$ cat config.mk
export PLATFORM = sky130hd
export DESIGN_NAME = sio_async_port
export DESIGN_NICKNAME = d
export VERILOG_FILES = /design/src/rtl/sio_pkg.sv /design/src/rtl/sio_sync.sv /design/src/rtl/sio_tx.sv /design/src/rtl/sio_rx.sv /design/src/rtl/sio_async_port.sv
export SDC_FILE = /design/constraint.sdc
export NUM_CORES = 1
export LEC_CHECK = 0
export BUFFER_PORTS_ARGS = -buffer_cell sky130_fd_sc_hd__buf_2
export CAP_MARGIN = 0
export CORE_MARGIN = 8
export CORE_UTILIZATION = 38
export CTS_CLUSTER_DIAMETER = 60
export DETAILED_ROUTE_END_ITERATION = 6
export GPL_TIMING_DRIVEN = 1
export HOLD_SLACK_MARGIN = 0.08
export PLACE_DENSITY = 0.63
export SYNTH_ARGS = -nofsm -noshare
export SYNTH_HDL_FRONTEND = slang
export SYNTH_SLANG_ARGS = --single-unit
$ cat constraint.sdc
create_clock -name clk -period 5.9 [get_ports clk]
set_input_delay 0 -clock clk [delete_from_list [all_inputs] [get_ports clk]]
set_output_delay 0 -clock clk [all_outputs]
set_load 0.03 [all_outputs]
$ cat src/rtl/sio_pkg.sv
package sio_pkg;

  localparam int DATA_W = 8;
  localparam int CNT_W  = 8;
  localparam int NB_W   = $clog2(DATA_W) + 1;

  typedef struct packed {
    logic [1:0] rate;
    logic [1:0] spare;
    logic [1:0] stop;
    logic       even;
    logic       par_en;
  } mode_t;

  typedef enum logic [2:0] {
    PH_IDLE,
    PH_START,
    PH_DATA,
    PH_PAR,
    PH_STOP
  } phase_t;

  localparam logic [1:0] STOP_SYNC     = 2'b00;
  localparam logic [1:0] STOP_ONE      = 2'b01;
  localparam logic [1:0] STOP_ONE_HALF = 2'b10;

  function automatic logic [CNT_W-1:0] bit_cycles(input logic [1:0] rate);
    case (rate)
      2'b00:   return CNT_W'(1);
      2'b01:   return CNT_W'(16);
      2'b10:   return CNT_W'(32);
      default: return CNT_W'(64);
    endcase
  endfunction

  function automatic logic [CNT_W-1:0] stop_cycles(input logic [1:0] stop,
                                                   input logic [1:0] rate);
    logic [CNT_W-1:0] m;
    m = bit_cycles(rate);
    case (stop)
      STOP_ONE:      return m;
      STOP_ONE_HALF: return (m == CNT_W'(1)) ? CNT_W'(2) : m + (m >> 1);
      default:       return m << 1;
    endcase
  endfunction

  function automatic logic [NB_W-1:0] char_bits(input logic [1:0] sel);
    return NB_W'(5) + NB_W'(sel);
  endfunction

  function automatic logic [DATA_W-1:0] char_mask(input logic [NB_W-1:0] n);
    logic [DATA_W-1:0] mk;
    for (int i = 0; i < DATA_W; i++) mk[i] = (i < int'(n));
    return mk;
  endfunction

endpackage

$ cat src/rtl/sio_sync.sv
module sio_sync #(
  parameter int   STAGES  = 2,
  parameter logic RST_VAL = 1'b1
) (
  input  logic clk,
  input  logic rst,
  input  logic d,
  output logic q
);
  logic [STAGES-1:0] chain;

  genvar g;
  generate
    for (g = 0; g < STAGES; g++) begin : g_stage
      if (g == 0) begin : g_first
        always_ff @(posedge clk) begin
          if (rst) chain[0] <= RST_VAL;
          else     chain[0] <= d;
        end
      end else begin : g_next
        always_ff @(posedge clk) begin
          if (rst) chain[g] <= RST_VAL;
          else     chain[g] <= chain[g-1];
        end
      end
    end
  endgenerate

  assign q = chain[STAGES-1];
endmodule

$ cat src/rtl/sio_tx.sv
module sio_tx
  import sio_pkg::*;
(
  input  logic              clk,
  input  logic              rst,
  input  mode_t             mode,
  input  logic [1:0]        len_sel,
  input  logic              wr,
  input  logic [DATA_W-1:0] din,
  output logic              txd,
  output logic              empty,
  output logic              load
);
  localparam int IDX_W = $clog2(DATA_W);

  phase_t            ph;
  logic [DATA_W-1:0] hold_q;
  logic              hold_full;
  logic [DATA_W-1:0] sh;
  logic [CNT_W-1:0]  cyc;
  logic [IDX_W-1:0]  idx;
  logic              par_q;

  logic              sync_md;
  logic [CNT_W-1:0]  bit_len;
  logic [CNT_W-1:0]  stop_len;
  logic [NB_W-1:0]   nbits;
  logic              bit_end;
  logic              stop_end;
  logic              last_bit;
  logic              do_load;
  logic [DATA_W-1:0] masked;
  logic              par_gen;

  always_comb begin
    sync_md  = (mode.stop == STOP_SYNC);
    bit_len  = bit_cycles(mode.rate);
    stop_len = stop_cycles(mode.stop, mode.rate);
    nbits    = char_bits(len_sel);
    bit_end  = (cyc == bit_len - CNT_W'(1));
    stop_end = (cyc == stop_len - CNT_W'(1));
    last_bit = ({1'b0, idx} == nbits - NB_W'(1));
    do_load  = !sync_md && hold_full &&
               ((ph == PH_IDLE) || ((ph == PH_STOP) && stop_end));
    masked   = hold_q & char_mask(nbits);
    par_gen  = mode.even ? ^masked : ~^masked;
  end

  always_ff @(posedge clk) begin
    if (rst) begin
      ph        <= PH_IDLE;
      txd       <= 1'b1;
      hold_q    <= '0;
      hold_full <= 1'b0;
      sh        <= '0;
      cyc       <= '0;
      idx       <= '0;
      par_q     <= 1'b0;
      load      <= 1'b0;
    end else begin
      load <= 1'b0;
      if (sync_md) begin
        ph        <= PH_IDLE;
        txd       <= 1'b1;
        hold_full <= 1'b0;
        cyc       <= '0;
      end else if (do_load) begin
        sh        <= masked;
        par_q     <= par_gen;
        hold_full <= 1'b0;
        load      <= 1'b1;
        ph        <= PH_START;
        txd       <= 1'b0;
        cyc       <= '0;
      end else begin
        if (wr && !hold_full) begin
          hold_q    <= din;
          hold_full <= 1'b1;
        end
        case (ph)
          PH_IDLE: txd <= 1'b1;
          PH_START: begin
            if (bit_end) begin
              cyc <= '0;
              idx <= '0;
              ph  <= PH_DATA;
              txd <= sh[0];
            end else cyc <= cyc + CNT_W'(1);
          end
          PH_DATA: begin
            if (bit_end) begin
              cyc <= '0;
              if (last_bit) begin
                if (mode.par_en) begin
                  ph  <= PH_PAR;
                  txd <= par_q;
                end else begin
                  ph  <= PH_STOP;
                  txd <= 1'b1;
                end
              end else begin
                idx <= idx + IDX_W'(1);
                sh  <= sh >> 1;
                txd <= sh[1];
              end
            end else cyc <= cyc + CNT_W'(1);
          end
          PH_PAR: begin
            if (bit_end) begin
              cyc <= '0;
              ph  <= PH_STOP;
              txd <= 1'b1;
            end else cyc <= cyc + CNT_W'(1);
          end
          PH_STOP: begin
            if (stop_end) begin
              cyc <= '0;
              ph  <= PH_IDLE;
            end else cyc <= cyc + CNT_W'(1);
          end
          default: ph <= PH_IDLE;
        endcase
      end
    end
  end

  assign empty = ~hold_full;
endmodule

$ cat src/rtl/sio_rx.sv
module sio_rx
  import sio_pkg::*;
(
  input  logic              clk,
  input  logic              rst,
  input  mode_t             mode,
  input  logic [1:0]        len_sel,
  input  logic              rxd_s,
  output logic              done,
  output logic [DATA_W-1:0] dout,
  output logic              perr,
  output logic              ferr
);
  localparam int IDX_W = $clog2(DATA_W);

  phase_t            ph;
  logic [CNT_W-1:0]  cyc;
  logic [IDX_W-1:0]  idx;
  logic [DATA_W-1:0] sh;
  logic              par_q;

  logic              sync_md;
  logic [CNT_W-1:0]  bit_len;
  logic [NB_W-1:0]   nbits;
  logic              bit_end;
  logic              half_end;
  logic              last_bit;
  logic [DATA_W-1:0] dmask;
  logic [DATA_W-1:0] assembled;
  logic              par_bad;

  always_comb begin
    sync_md   = (mode.stop == STOP_SYNC);
    bit_len   = bit_cycles(mode.rate);
    nbits     = char_bits(len_sel);
    bit_end   = (cyc == bit_len - CNT_W'(1));
    half_end  = (cyc == (bit_len >> 1) - CNT_W'(1));
    last_bit  = ({1'b0, idx} == nbits - NB_W'(1));
    dmask     = sh & char_mask(nbits);
    assembled = dmask;
    if (mode.par_en && (nbits < NB_W'(DATA_W)))
      assembled = dmask | ({{(DATA_W-1){1'b0}}, par_q} << nbits);
    par_bad   = mode.par_en && (par_q != (mode.even ? ^dmask : ~^dmask));
  end

  always_ff @(posedge clk) begin
    if (rst) begin
      ph    <= PH_IDLE;
      cyc   <= '0;
      idx   <= '0;
      sh    <= '0;
      par_q <= 1'b0;
      done  <= 1'b0;
      dout  <= '0;
      perr  <= 1'b0;
      ferr  <= 1'b0;
    end else begin
      done <= 1'b0;
      if (sync_md) begin
        ph  <= PH_IDLE;
        cyc <= '0;
      end else begin
        case (ph)
          PH_IDLE: begin
            if (!rxd_s) begin
              cyc <= '0;
              idx <= '0;
              sh  <= '0;
              ph  <= (bit_len == CNT_W'(1)) ? PH_DATA : PH_START;
            end
          end
          PH_START: begin
            if (half_end) begin
              cyc <= '0;
              ph  <= rxd_s ? PH_IDLE : PH_DATA;
            end else cyc <= cyc + CNT_W'(1);
          end
          PH_DATA: begin
            if (bit_end) begin
              cyc     <= '0;
              sh[idx] <= rxd_s;
              if (last_bit) ph <= mode.par_en ? PH_PAR : PH_STOP;
              else          idx <= idx + IDX_W'(1);
            end else cyc <= cyc + CNT_W'(1);
          end
          PH_PAR: begin
            if (bit_end) begin
              cyc   <= '0;
              par_q <= rxd_s;
              ph    <= PH_STOP;
            end else cyc <= cyc + CNT_W'(1);
          end
          PH_STOP: begin
            if (bit_end) begin
              cyc  <= '0;
              done <= 1'b1;
              dout <= assembled;
              perr <= par_bad;
              ferr <= !rxd_s;
              ph   <= PH_IDLE;
            end else cyc <= cyc + CNT_W'(1);
          end
          default: ph <= PH_IDLE;
        endcase
      end
    end
  end
endmodule

$ cat src/rtl/sio_async_port.sv
module sio_async_port
  import sio_pkg::*;
#(
  parameter int SYNC_STAGES = 2
) (
  input  logic              clk,
  input  logic              rst,
  input  logic              mode_wr,
  input  logic [7:0]        mode_data,
  input  logic [1:0]        char_len,
  input  logic              tx_wr,
  input  logic [DATA_W-1:0] tx_data,
  output logic              tx_empty,
  input  logic              rx_rd,
  output logic [DATA_W-1:0] rx_data,
  output logic              rx_valid,
  output logic              rx_parity_err,
  output logic              rx_frame_err,
  input  logic              rxd,
  output logic              txd
);
  mode_t mode_q;
  logic  rxd_s;
  logic  tx_load;
  logic  rx_done;

  always_ff @(posedge clk) begin
    if (rst)          mode_q <= '0;
    else if (mode_wr) mode_q <= mode_t'(mode_data);
  end

  sio_sync #(.STAGES(SYNC_STAGES), .RST_VAL(1'b1)) u_rxd_sync (
    .clk (clk),
    .rst (rst),
    .d   (rxd),
    .q   (rxd_s)
  );

  sio_tx u_tx (
    .clk     (clk),
    .rst     (rst),
    .mode    (mode_q),
    .len_sel (char_len),
    .wr      (tx_wr),
    .din     (tx_data),
    .txd     (txd),
    .empty   (tx_empty),
    .load    (tx_load)
  );

  sio_rx u_rx (
    .clk     (clk),
    .rst     (rst),
    .mode    (mode_q),
    .len_sel (char_len),
    .rxd_s   (rxd_s),
    .done    (rx_done),
    .dout    (rx_data),
    .perr    (rx_parity_err),
    .ferr    (rx_frame_err)
  );

  always_ff @(posedge clk) begin
    if (rst)          rx_valid <= 1'b0;
    else if (rx_done) rx_valid <= 1'b1;
    else if (rx_rd)   rx_valid <= 1'b0;
  end
endmodule

==> results by group <==
Outcome
  – Status: finished clean

STA
  – Tcrit/Tclk final: between 50% and 60%
  – Final setup skew: between 0.01 and 0.015 ns
  – Setup ws final: 2.471 ns
  – Setup violations, final: 0
  – Post-route minimum period: 3.429 ns
  – Max Fclk: between 0.2 and 0.3 GHz
  – WHS: around 0.099 ns
  – Unrepaired setup endpoints after global routing: false
  – Relative slew slack: roughly a third
  – Worst slew pin tran: slightly above 1 ns
  – Setup TNS: 0 ns
  – Final hold vios: 0
  – Fin. max-slew vios: 0

Pwr
  – Post-layout power: roughly 1.2 mW
  – VDD IR-drop max: roughly 0.15 mV
  – PD cells: ~240 nW/µm²
  – Lkg Pwr: between 1.5 and 2 nW

Logic synthesis
  – Mapped Avg Cell Area: ~8 µm²
  – Dominant synthesized flop cell: dfxtp_1
  – Post-synth EDFFs: 0
  – Synthesized area: 4408 µm²
  – Synthesis Warnings: 0
  – Post-synth ARST share: 0%
  – Seq/Total Area, Yosys: between 30% and 40%
  – Post-Syn Nets: ~600
  – Yosys reg bits: 76
  – Cells after Synth: roughly 540
  – Number of distinct library cells after synthesis: 60

Worst setup path
  – CP Data Required Time: about 6.1 ns
  – Critical path class: flop to flop
  – Critical path's top delay family: simple AND/OR/NAND/NOR gates
  – Max FO, Critical Path: 16
  – CP Data Arrival Time: about 3.7 ns
  – R2r setup slk: 2.47 ns
  – Critical-path top delay cell: a21oi_4
  – Crit end category: flop
  – Crit path launch type: flop
  – Crit path cell chain: inv_1, ha_1, and3_4, or3_4, or4_1, a211oi_2, o311ai_4, a21oi_4, nor2_1, and2_1
  – Critical path buffers and inverters: 1
  – Largest stage delay, worst path: 0.50 ns

Placed design
  – Final HPWL DP: 7357 µm
  – Pre-CTS setup slack: around 2.5 ns
  – Placed Area: between 4000 and 5000 µm²
  – Port buffer count: 34
  – Dpl cells: just under 700
  – GP Congestion: between 0.8 and 0.9

Route
  – # DRC: 0
  – First-pass iteration count of the detailed router: 4
  – Final WL: about 10000 µm
  – Via count: about 3900
  – Via density: 5.303
  – ANT nets after route: 0
  – Mean routed wirelength per cell: ~14 µm
  – 1st-iter DRT viols: roughly 210

Clock tree
  – H-tree levels: 3
  – Root Buffer: clkbuf_16
  – CTS tree: yes
  – Worst-skew pair later-pin latency: ~0.34 ns
  – Deepest clock path buffer count: 2
  – Clock slew seen by the registers of the worst setup and hold paths: roughly 0.060 ns
  – CTS buffer count: 9
  – Post-CTS setup buffer count: 0
  – Clock sink count: 76

Cells and area
  – Fraction of final layout cells sized beyond drive strength 1: a little under an eighth
  – Fin util: about 45%
  – Final nets: between 600 and 700
  – Antenna fix cells: 0
  – Finished Cell Area: ~5100 µm²
  – # fillers: ~1100
  – Synth-to-layout area growth: 16.15%
  – Final Non-Filler Cells: between 700 and 800

Global route
  – Total track usage: about 14%
  – Grt total ovfl: 0
  – Vias in the first global route: approximately 3800
  – Largest net degree at the start of global routing: 55
  – First-pass GRT wire length: between 15000 and 20000 µm
  – Initial antenna violation count: 0

Die
  – I/O pins: 37
  – Die area: about 15000 µm²
  – Die width: 123.7 µm
  – Die height: between 100 and 150 µm
  – Row count: 39
  – Initial core utilization: between 30% and 40%
  – Core footprint: about 11000 µm²

Hold path
  – Hold crit path type: input pin to flop

Job
  – Max Cap Violations: 0
==> placed cells by master (no fill, tap or decap), types with 4 or more instances in the layout <==
master         Yosys  routed
inv_1             26      26
ha_1              18      18
and3_1             4       4
dfxtp_1           76      76
or2_2              7       7
o21a_1             5       5
o21ai_0           29      29
buf_2              0      34
xnor2_1           29      29
nor2_1            62      62
nand2_1           45      45
nand4_1            4       4
clkbuf_16          0       9
nor2b_1            7       7
a21oi_1           37      37
nand3b_1           6       6
nor3_1            26      26
xor2_1            14      14
or3_1              4       4
nand2b_1           4       4
a31oi_1            7       7
nand3_1           20      20
dlygate4sd3_1      0      17
and2_1             4       4
mux2i_1           24      24
==> Yosys cell counts (3+ instances only) <==
master    count  area [µm²]
a31oi_1       7       43.79
o31ai_1       3       22.52
o32a_1        3       30.03
nor2b_1       7       43.79
o211ai_1      3       22.52
and2_1        4       25.02
nand4_1       4       25.02
xnor2_1      29       254.0
or3_1         4       25.02
o21a_1        5       37.54
inv_1        26       97.59
nand2_1      45       168.9
nand3_1      20       100.1
o21ai_0      29       145.1
mux2_2        3       33.78
a22oi_1       3       22.52
nor2_1       62       232.7
or2_2         7       43.79
nor3_1       26       130.1
a21oi_1      37       185.2
dfxtp_1      76        1521
a211oi_1      3       22.52
nand2b_1      4       25.02
xor2_1       14       122.6
a21boi_0      3       22.52
nand3b_1      6       45.04
mux2i_1      24       240.2
ha_1         18       225.2
and3_1        4       25.02
nor4_1        3       18.77
clkbuf_1     24       90.09
==> layer usage <==
metal | global-route usage, % | wire, µm
met5 | 0 | 0
met1 | 17.35 | 4890
met3 | 3.400 | 430
met4 | 4.364 | 76
met2 | 23.80 | 4944
==> cell families (layout without fill, tap and decap cells) <==
kind of cell	Yosys count	in the layout	synth area share [%]
DFF	76	76	34.52
buffers and inverters	53	94	4.854
and+or+nand+nor	204	204	22.34
adders and majority gates	18	18	5.109
AOI/OAI and AO/OA	121	121	18.42
muxes	27	27	6.216
xor gates and xnor gates	43	43	8.544
==> report_power, final <==
group          internal, mW  switching [mW]  total (mW)
Clock                 0.332           0.233       0.565
Combinational        0.0562          0.0732       0.129
Sequential            0.520         0.00838       0.528
==> path summary, 6_finish.rpt <==
kind                                     end  cells after the start                 from
worst max register to register   u_tx.cyc[0]                     10            mode_q[2]
worst max-delay path             u_tx.cyc[0]                     10            mode_q[2]
worst min-delay path               mode_q[1]                      3              mode_wr
worst min register to register  u_rxd_sync.q                      1  u_rxd_sync.chain[0]
==> tightest hold or removal path: cells and delay by family <==
family | cells | cell delay [ns]
and+or+nand+nor | 1 | 0.07
buffers and inverters | 1 | 0.19
muxes | 1 | 0.14
==> registers in the layout, indices dropped and copies added, names as in the netlist, 3 cells and up <==
| register | count |
|---|---|
| u_rx.cyc | 8 |
| u_rx.dout | 8 |
| u_rx.sh | 8 |
| u_tx.cyc | 8 |
| u_tx.hold_q | 8 |
| u_tx.sh | 8 |
| mode_q | 6 |
| u_rx.idx | 3 |
| u_rx.ph | 3 |
| u_tx.idx | 3 |
| u_tx.ph | 3 |
==> layout make-up <==
| class | count | area (µm²) | area share [%] |
|---|---|---|---|
| Clock buffer | 10 | 229.0 | 4.472 |
| Clock inverter | 6 | 72.57 | 1.417 |
| Inverter | 26 | 97.59 | 1.906 |
| Multi-Input combinational cell | 413 | 2673 | 52.20 |
| Sequential cell | 76 | 1521 | 29.72 |
| Tap cell | 143 | 178.9 | 3.495 |
| Timing Repair Buffer | 52 | 347.8 | 6.794 |
==> what timing repair did <==
| item | 4_1_cts | 5_1_grt |
|---|---|---|
| gates resized for setup | 0 | 0 |
| endpoints found under the hold margin | 17 | 0 |
| hold buffers | 17 | 0 |
Power figures use the tool's default switching activity.
